[src/rtl/dpm_pkg.sv]
package dpm_pkg;

  typedef enum logic [1:0] {
    ST_IDLE  = 2'd0,
    ST_CHECK = 2'd1,
    ST_WAIT  = 2'd2
  } dpm_state_t;

  // strobes from control to datapath
  typedef struct packed {
    logic clrTick;
    logic clrMs;
    logic clrRetry;
    logic incRetry;
    logic clrFlags;
    logic setPresent;
    logic setAbsent;
  } dpm_strobe_t;

endpackage

[src/rtl/dpm_tick_gen.sv]
module dpm_tick_gen #(
  parameter int TICK_CYC = 250000
) (
  input  logic clk,
  input  logic rstN,
  input  logic restart,
  output logic tick
);
  localparam int TW = (TICK_CYC > 2) ? $clog2(TICK_CYC) : 1;
  localparam logic [TW-1:0] TICK_LAST = TW'(TICK_CYC - 1);

  logic [TW-1:0] tickCnt;

  assign tick = (tickCnt == TICK_LAST);

  always_ff @(posedge clk or negedge rstN) begin
    if (!rstN) begin
      tickCnt <= '0;
    end else if (restart || tick) begin
      tickCnt <= '0;
    end else begin
      tickCnt <= tickCnt + 1'b1;
    end
  end
endmodule

[src/rtl/dpm_datapath.sv]
module dpm_datapath
  import dpm_pkg::*;
#(
  parameter int CLK_HZ     = 250_000_000,
  parameter int SPACING_MS = 25,
  parameter int MAX_RETRY  = 20,
  parameter int STAT_W     = 32,
  parameter int DET_W      = 4,
  parameter int CTRL_W     = 32,
  parameter int PD_BIT     = 10
) (
  input  logic              clk,
  input  logic              rstN,
  input  dpm_strobe_t       stb,
  input  logic [STAT_W-1:0] linkStatus,
  input  logic [CTRL_W-1:0] ctrlIn,
  output logic              msTick,
  output logic              detHit,
  output logic              msDone,
  output logic              retryLast,
  output logic              done,
  output logic              presentFlag,
  output logic              absentFlag,
  output logic              pdReq,
  output logic [CTRL_W-1:0] ctrlOut
);
  localparam int TICK_CYC = CLK_HZ / 1000;
  localparam int MW = $clog2(SPACING_MS + 1);
  localparam int RW = $clog2(MAX_RETRY + 1);
  localparam logic [MW-1:0] MS_LAST    = MW'(SPACING_MS - 1);
  localparam logic [RW-1:0] RETRY_LAST = RW'(MAX_RETRY);
  localparam logic [STAT_W-1:0] DET_MASK = STAT_W'((64'd1 << DET_W) - 64'd1);
  localparam logic [CTRL_W-1:0] PD_MASK  = CTRL_W'(64'd1 << PD_BIT);

  logic [MW-1:0] msCnt;
  logic [RW-1:0] retryCnt;

  dpm_tick_gen #(.TICK_CYC(TICK_CYC)) u_tick (
    .clk     (clk),
    .rstN    (rstN),
    .restart (stb.clrTick),
    .tick    (msTick)
  );

  assign detHit    = |(linkStatus & DET_MASK);
  assign msDone    = msTick && (msCnt == MS_LAST);
  assign retryLast = (retryCnt == RETRY_LAST);
  assign ctrlOut   = pdReq ? (ctrlIn | PD_MASK) : ctrlIn;

  always_ff @(posedge clk or negedge rstN) begin
    if (!rstN) begin
      msCnt <= '0;
    end else if (stb.clrMs) begin
      msCnt <= '0;
    end else if (msTick) begin
      msCnt <= msCnt + 1'b1;
    end
  end

  always_ff @(posedge clk or negedge rstN) begin
    if (!rstN) begin
      retryCnt <= '0;
    end else if (stb.clrRetry) begin
      retryCnt <= '0;
    end else if (stb.incRetry) begin
      retryCnt <= retryCnt + 1'b1;
    end
  end

  always_ff @(posedge clk or negedge rstN) begin
    if (!rstN) begin
      done        <= 1'b0;
      presentFlag <= 1'b0;
      absentFlag  <= 1'b0;
      pdReq       <= 1'b0;
    end else begin
      done <= stb.setPresent || stb.setAbsent;
      if (stb.clrFlags) begin
        presentFlag <= 1'b0;
        absentFlag  <= 1'b0;
      end else if (stb.setPresent) begin
        presentFlag <= 1'b1;
      end else if (stb.setAbsent) begin
        absentFlag  <= 1'b1;
      end
      if (stb.setAbsent) begin
        pdReq <= 1'b1;
      end
    end
  end
endmodule

[src/rtl/dpm_control.sv]
module dpm_control
  import dpm_pkg::*;
(
  input  logic        clk,
  input  logic        rstN,
  input  logic        start,
  input  logic        detHit,
  input  logic        msDone,
  input  logic        retryLast,
  output dpm_strobe_t stb
);
  dpm_state_t state, stateNxt;

  always_ff @(posedge clk or negedge rstN) begin
    if (!rstN) begin
      state <= ST_IDLE;
    end else begin
      state <= stateNxt;
    end
  end

  always_comb begin
    stateNxt = state;
    stb      = '0;
    unique case (state)
      ST_IDLE: begin
        if (start) begin
          stb.clrRetry = 1'b1;
          stb.clrFlags = 1'b1;
          stateNxt     = ST_CHECK;
        end
      end
      ST_CHECK: begin
        if (detHit) begin
          stb.setPresent = 1'b1;
          stateNxt       = ST_IDLE;
        end else if (retryLast) begin
          stb.setAbsent = 1'b1;
          stateNxt      = ST_IDLE;
        end else begin
          stb.incRetry = 1'b1;
          stb.clrTick  = 1'b1;
          stb.clrMs    = 1'b1;
          stateNxt     = ST_WAIT;
        end
      end
      ST_WAIT: begin
        if (msDone) begin
          stateNxt = ST_CHECK;
        end
      end
      default: stateNxt = ST_IDLE;
    endcase
  end
endmodule

[src/rtl/dev_presence_monitor.sv]
module dev_presence_monitor
  import dpm_pkg::*;
#(
  parameter int CLK_HZ     = 250_000_000,
  parameter int SPACING_MS = 25,
  parameter int MAX_RETRY  = 20,
  parameter int STAT_W     = 32,
  parameter int CTRL_W     = 32,
  parameter int PD_BIT     = 10
) (
  input  logic              clk,
  input  logic              rstN,
  input  logic              start,
  input  logic [STAT_W-1:0] linkStatus,
  input  logic [CTRL_W-1:0] ctrlIn,
  output logic              msTick,
  output logic              done,
  output logic              presentFlag,
  output logic              absentFlag,
  output logic              pdReq,
  output logic [CTRL_W-1:0] ctrlOut
);
  localparam int DET_W = 4;

  dpm_strobe_t stb;
  logic        detHit;
  logic        msDone;
  logic        retryLast;

  dpm_control u_ctrl (
    .clk       (clk),
    .rstN      (rstN),
    .start     (start),
    .detHit    (detHit),
    .msDone    (msDone),
    .retryLast (retryLast),
    .stb       (stb)
  );

  dpm_datapath #(
    .CLK_HZ     (CLK_HZ),
    .SPACING_MS (SPACING_MS),
    .MAX_RETRY  (MAX_RETRY),
    .STAT_W     (STAT_W),
    .DET_W      (DET_W),
    .CTRL_W     (CTRL_W),
    .PD_BIT     (PD_BIT)
  ) u_dp (
    .clk         (clk),
    .rstN        (rstN),
    .stb         (stb),
    .linkStatus  (linkStatus),
    .ctrlIn      (ctrlIn),
    .msTick      (msTick),
    .detHit      (detHit),
    .msDone      (msDone),
    .retryLast   (retryLast),
    .done        (done),
    .presentFlag (presentFlag),
    .absentFlag  (absentFlag),
    .pdReq       (pdReq),
    .ctrlOut     (ctrlOut)
  );
endmodule

[config.mk]
export PLATFORM = sky130hd
export DESIGN_NAME = dev_presence_monitor
export DESIGN_NICKNAME = d
export VERILOG_FILES = /design/src/rtl/dpm_pkg.sv /design/src/rtl/dpm_tick_gen.sv /design/src/rtl/dpm_datapath.sv /design/src/rtl/dpm_control.sv /design/src/rtl/dev_presence_monitor.sv
export SDC_FILE = /design/constraint.sdc
export NUM_CORES = 1
export LEC_CHECK = 0
export BUFFER_PORTS_ARGS = -buffer_cell sky130_fd_sc_hd__buf_2
export CORE_MARGIN = 2
export CORE_UTILIZATION = 40
export CTS_BUF_LIST = sky130_fd_sc_hd__clkbuf_4 sky130_fd_sc_hd__clkbuf_8
export CTS_CLUSTER_SIZE = 30
export DETAILED_ROUTE_END_ITERATION = 7
export PLACE_DENSITY = 0.7
export SYNTH_ARGS = -nofsm -noshare
export SYNTH_HDL_FRONTEND = slang
export SYNTH_SLANG_ARGS = --single-unit
[constraint.sdc]
create_clock -name clk -period 4.1 [get_ports clk]
set_input_delay 0.205 -clock clk [delete_from_list [all_inputs] [get_ports clk]]
set_output_delay 0.205 -clock clk [all_outputs]
set_load 0.02 [all_outputs]
==> flow_metrics.tcl <==
set metrics [dict create \
    io_pins 104 \
    areaGrowthSynthToFinish_pct -0.505 \
    cts_setup_buffers 0 \
    start_util 0.417 \
    routed_via_density 4.93 \
    netlist.top_cell.by_area "dfrtp_1" \
    hold_class "input pin to async pin" \
    vias 1287 \
    critPathSlowestCell "o21ai_2" \
    synthArstFlopShare 1.00 \
    vdd.ir_drop.worst_mv 0.305 \
    criticalPathCategory "register to register" \
    die_w_microns 74.4 \
    synth_edf_count 0 \
    syn_area_per_cell_sq_um 9.54 \
    ys_ff_latch 34 \
    first_pass_iters 4 \
    power_w 0.000865 \
    finalHoldViolCount 21 \
    finalSetupTns_ps 0 \
    critPathArrivalTime_ps 2520 \
    yosys.area.top_type_share 0.429 \
    synth_area_sq_um 1980 \
    synth_cells 208 \
    slew_headroom 0.502 \
    cts_resized 0 \
    finalWeightedCongestion 0.794 \
    drt-initial-drc-count 85 \
    overflow 0 \
    hold_ws_ps -24.7 \
    numCtsBuffers 5 \
    drv_cap 0 \
    htree_levels 2 \
    cp-start-kind "register" \
    grt_pass1_wl_microns 5750 \
    postRouteAntennaNets 0 \
    syn-num-nets 280 \
    final_cell_mix "dfrtp_1, nor2_1, xnor2_1, buf_2" \
    ff2ff_path_depth 5 \
    top_usage_layer "met2" \
    drv_slew 0 \
    synth-seq-area-share 0.429 \
    crit_required_ps 4230 \
    drt-total-wl_microns 3260 \
    grt_setup_unrepaired "false" \
    fin_crit_ps 2390 \
    yosys_warnings 0 \
    drcViolationCount 0 \
    path_clk_slew_ps 70 \
    cts-root-to-sink-buffers 2 \
    final_common_cell "dfrtp_1" \
    die_area_sq_um 5540 \
    critPathCaptureType "register" \
    outcome "finished with violations" \
    fp-row-count 25 \
    finalSetupViolCount 0 \
    cts_root_buffer "clkbuf_8" \
    ys_top_cells_by_area "dfrtp_1, buf_4, xnor2_1, nor2_1, ha_1" \
    diodes 0 \
    worst_slew_pin_slew_ps 746 \
    finalCritPeriodShare 0.584 \
    track_usage 0.134 \
    crit_chain "ha_1 -> and3_1 -> nand4_1 -> o21ai_2 -> nor2_1" \
    synthDistinctLibCells 37 \
    skew_ps 9.18 \
    failed_checks "negative hold slack" \
    tritoncts "yes" \
    insertion_delay_ps 280 \
    num-nets-final 265 \
    coreArea_sq_um 4750 \
    layout-drive-gt1-share 0.149 \
    grtUsageMet2 0.210 \
    crit_path_start "u_dp.u_tick.tickCnt[0]" \
    leakage_nw 0.840 \
    grt_pass1_vias 1324 \
    grtUsageMet1 0.167 \
    antenna_found_initial 0 \
    routedWlPerCell_microns 12.5 \
    dpl.hpwl_microns 2180 \
    clock.fmax_ghz 0.418 \
    power_per_cell_area_nw_per_um2 438 \
    grt_max_degree 35 \
    cp_max_fo 18 \
    port_buffers 13 \
    fillCellCount 478 \
    cts.sinks 34 \
    use_met3 0.0515 \
    fin_area_sq_um 1970 \
    die_y_microns 74.4 \
    worstReg2RegStart "u_dp.u_tick.tickCnt[0]" \
    cts_hold_buffers 0 \
    dpl_cell_area_sq_um 1880 \
    crit_path_max_incr_delay_ps 790 \
    ys.flop_type "dfrtp_1" \
]
-- final cells by class --
type                    instances  area (sq um)  share of cell area
inverters                       8          30.0              0.0152
repair buffers                 13          65.1              0.0330
multi-input cells             131           850               0.430
well taps                      67          83.8              0.0425
flip-flops and latches         34           851               0.431
clock buffers                   7          90.1              0.0456
clock inverters                 1          5.00             0.00253
-- metrics by stage --
step                instances  hold slack, ps  setup slack (ps)  utilization
CTS                       261            18.2              1700        0.415
finish                    261           -24.7              1710        0.415
global route              261            53.1              1460        0.415
global placement          253             314              1790        0.395
floorplan                 208           -90.6              2320            -
detailed placement        253             322              1740        0.395
-- sequential cells by signal, summed over array words and instances (netlist names) --
register	flops
u_dp.u_tick.tickCnt	18
u_dp.msCnt	5
u_dp.retryCnt	5
u_ctrl.state	2
u_dp.absentFlag	1
u_dp.done	1
u_dp.pdReq	1
u_dp.presentFlag	1
-- cells in the mapped netlist (3+ instances only) --
cell type / number
dfrtp_1: 34
buf_4: 32
nor2_1: 30
xnor2_1: 14
nand2_1: 10
nand3_1: 10
inv_1: 8
a21oi_1: 7
nand4_1: 6
and3_1: 5
ha_1: 5
nor4_1: 5
or4_1: 5
o31ai_1: 4
xor2_1: 4
nor3_1: 3
-- path summary, 6_finish.rpt --
check	end	slack [ps]
min in group clk	u_ctrl.state[0]	220
worst min-delay path	u_dp.presentFlag	-20
max in group asynchronous	u_dp.u_tick.tickCnt[14]	3630
worst max register to register	u_dp.u_tick.tickCnt[9]	1710
worst max-delay path	u_dp.u_tick.tickCnt[9]	1710
worst min register to register	u_dp.pdReq	490
-- power breakdown --
group / total [W] / internal, W / switching, W / leakage, nW
clock network: 0.000258 / 0.000142 / 0.000116 / 0.0517
logic: 0.000149 / 0.0000679 / 0.0000815 / 0.339
registers: 0.000458 / 0.000385 / 0.0000722 / 0.449
total: 0.000865 / 0.000595 / 0.000270 / 0.840
-- worst max-delay path, delay by kind of cell, from the launching register on --
| family | cells | cell delay (ps) |
|---|---|---|
| AOI/OAI and AO/OA | 1 | 790 |
| adders and majority gates | 1 | 230 |
| DFF | 1 | 420 |
| and+or+nand+nor | 3 | 800 |
-- metal layers --
metal | wire length (microns) | vias up
met5 | 0 | -
met4 | 38 | 0
met3 | 163 | 4
met2 | 1510 | 29
met1 | 1550 | 605
li1 | - | 649
-- cells by family (layout without fill, tap and decap cells) --
family	Yosys count	in the layout	synth area share
xor gates and xnor gates	18	18	0.0794
muxes	1	1	0.00504
and+or+nand+nor	90	90	0.258
buffers and inverters	43	29	0.143
adders and majority gates	5	5	0.0315
DFF	34	34	0.429
AOI/OAI and AO/OA	17	17	0.0542
Note: power is estimated with default switching activity, not from simulation.
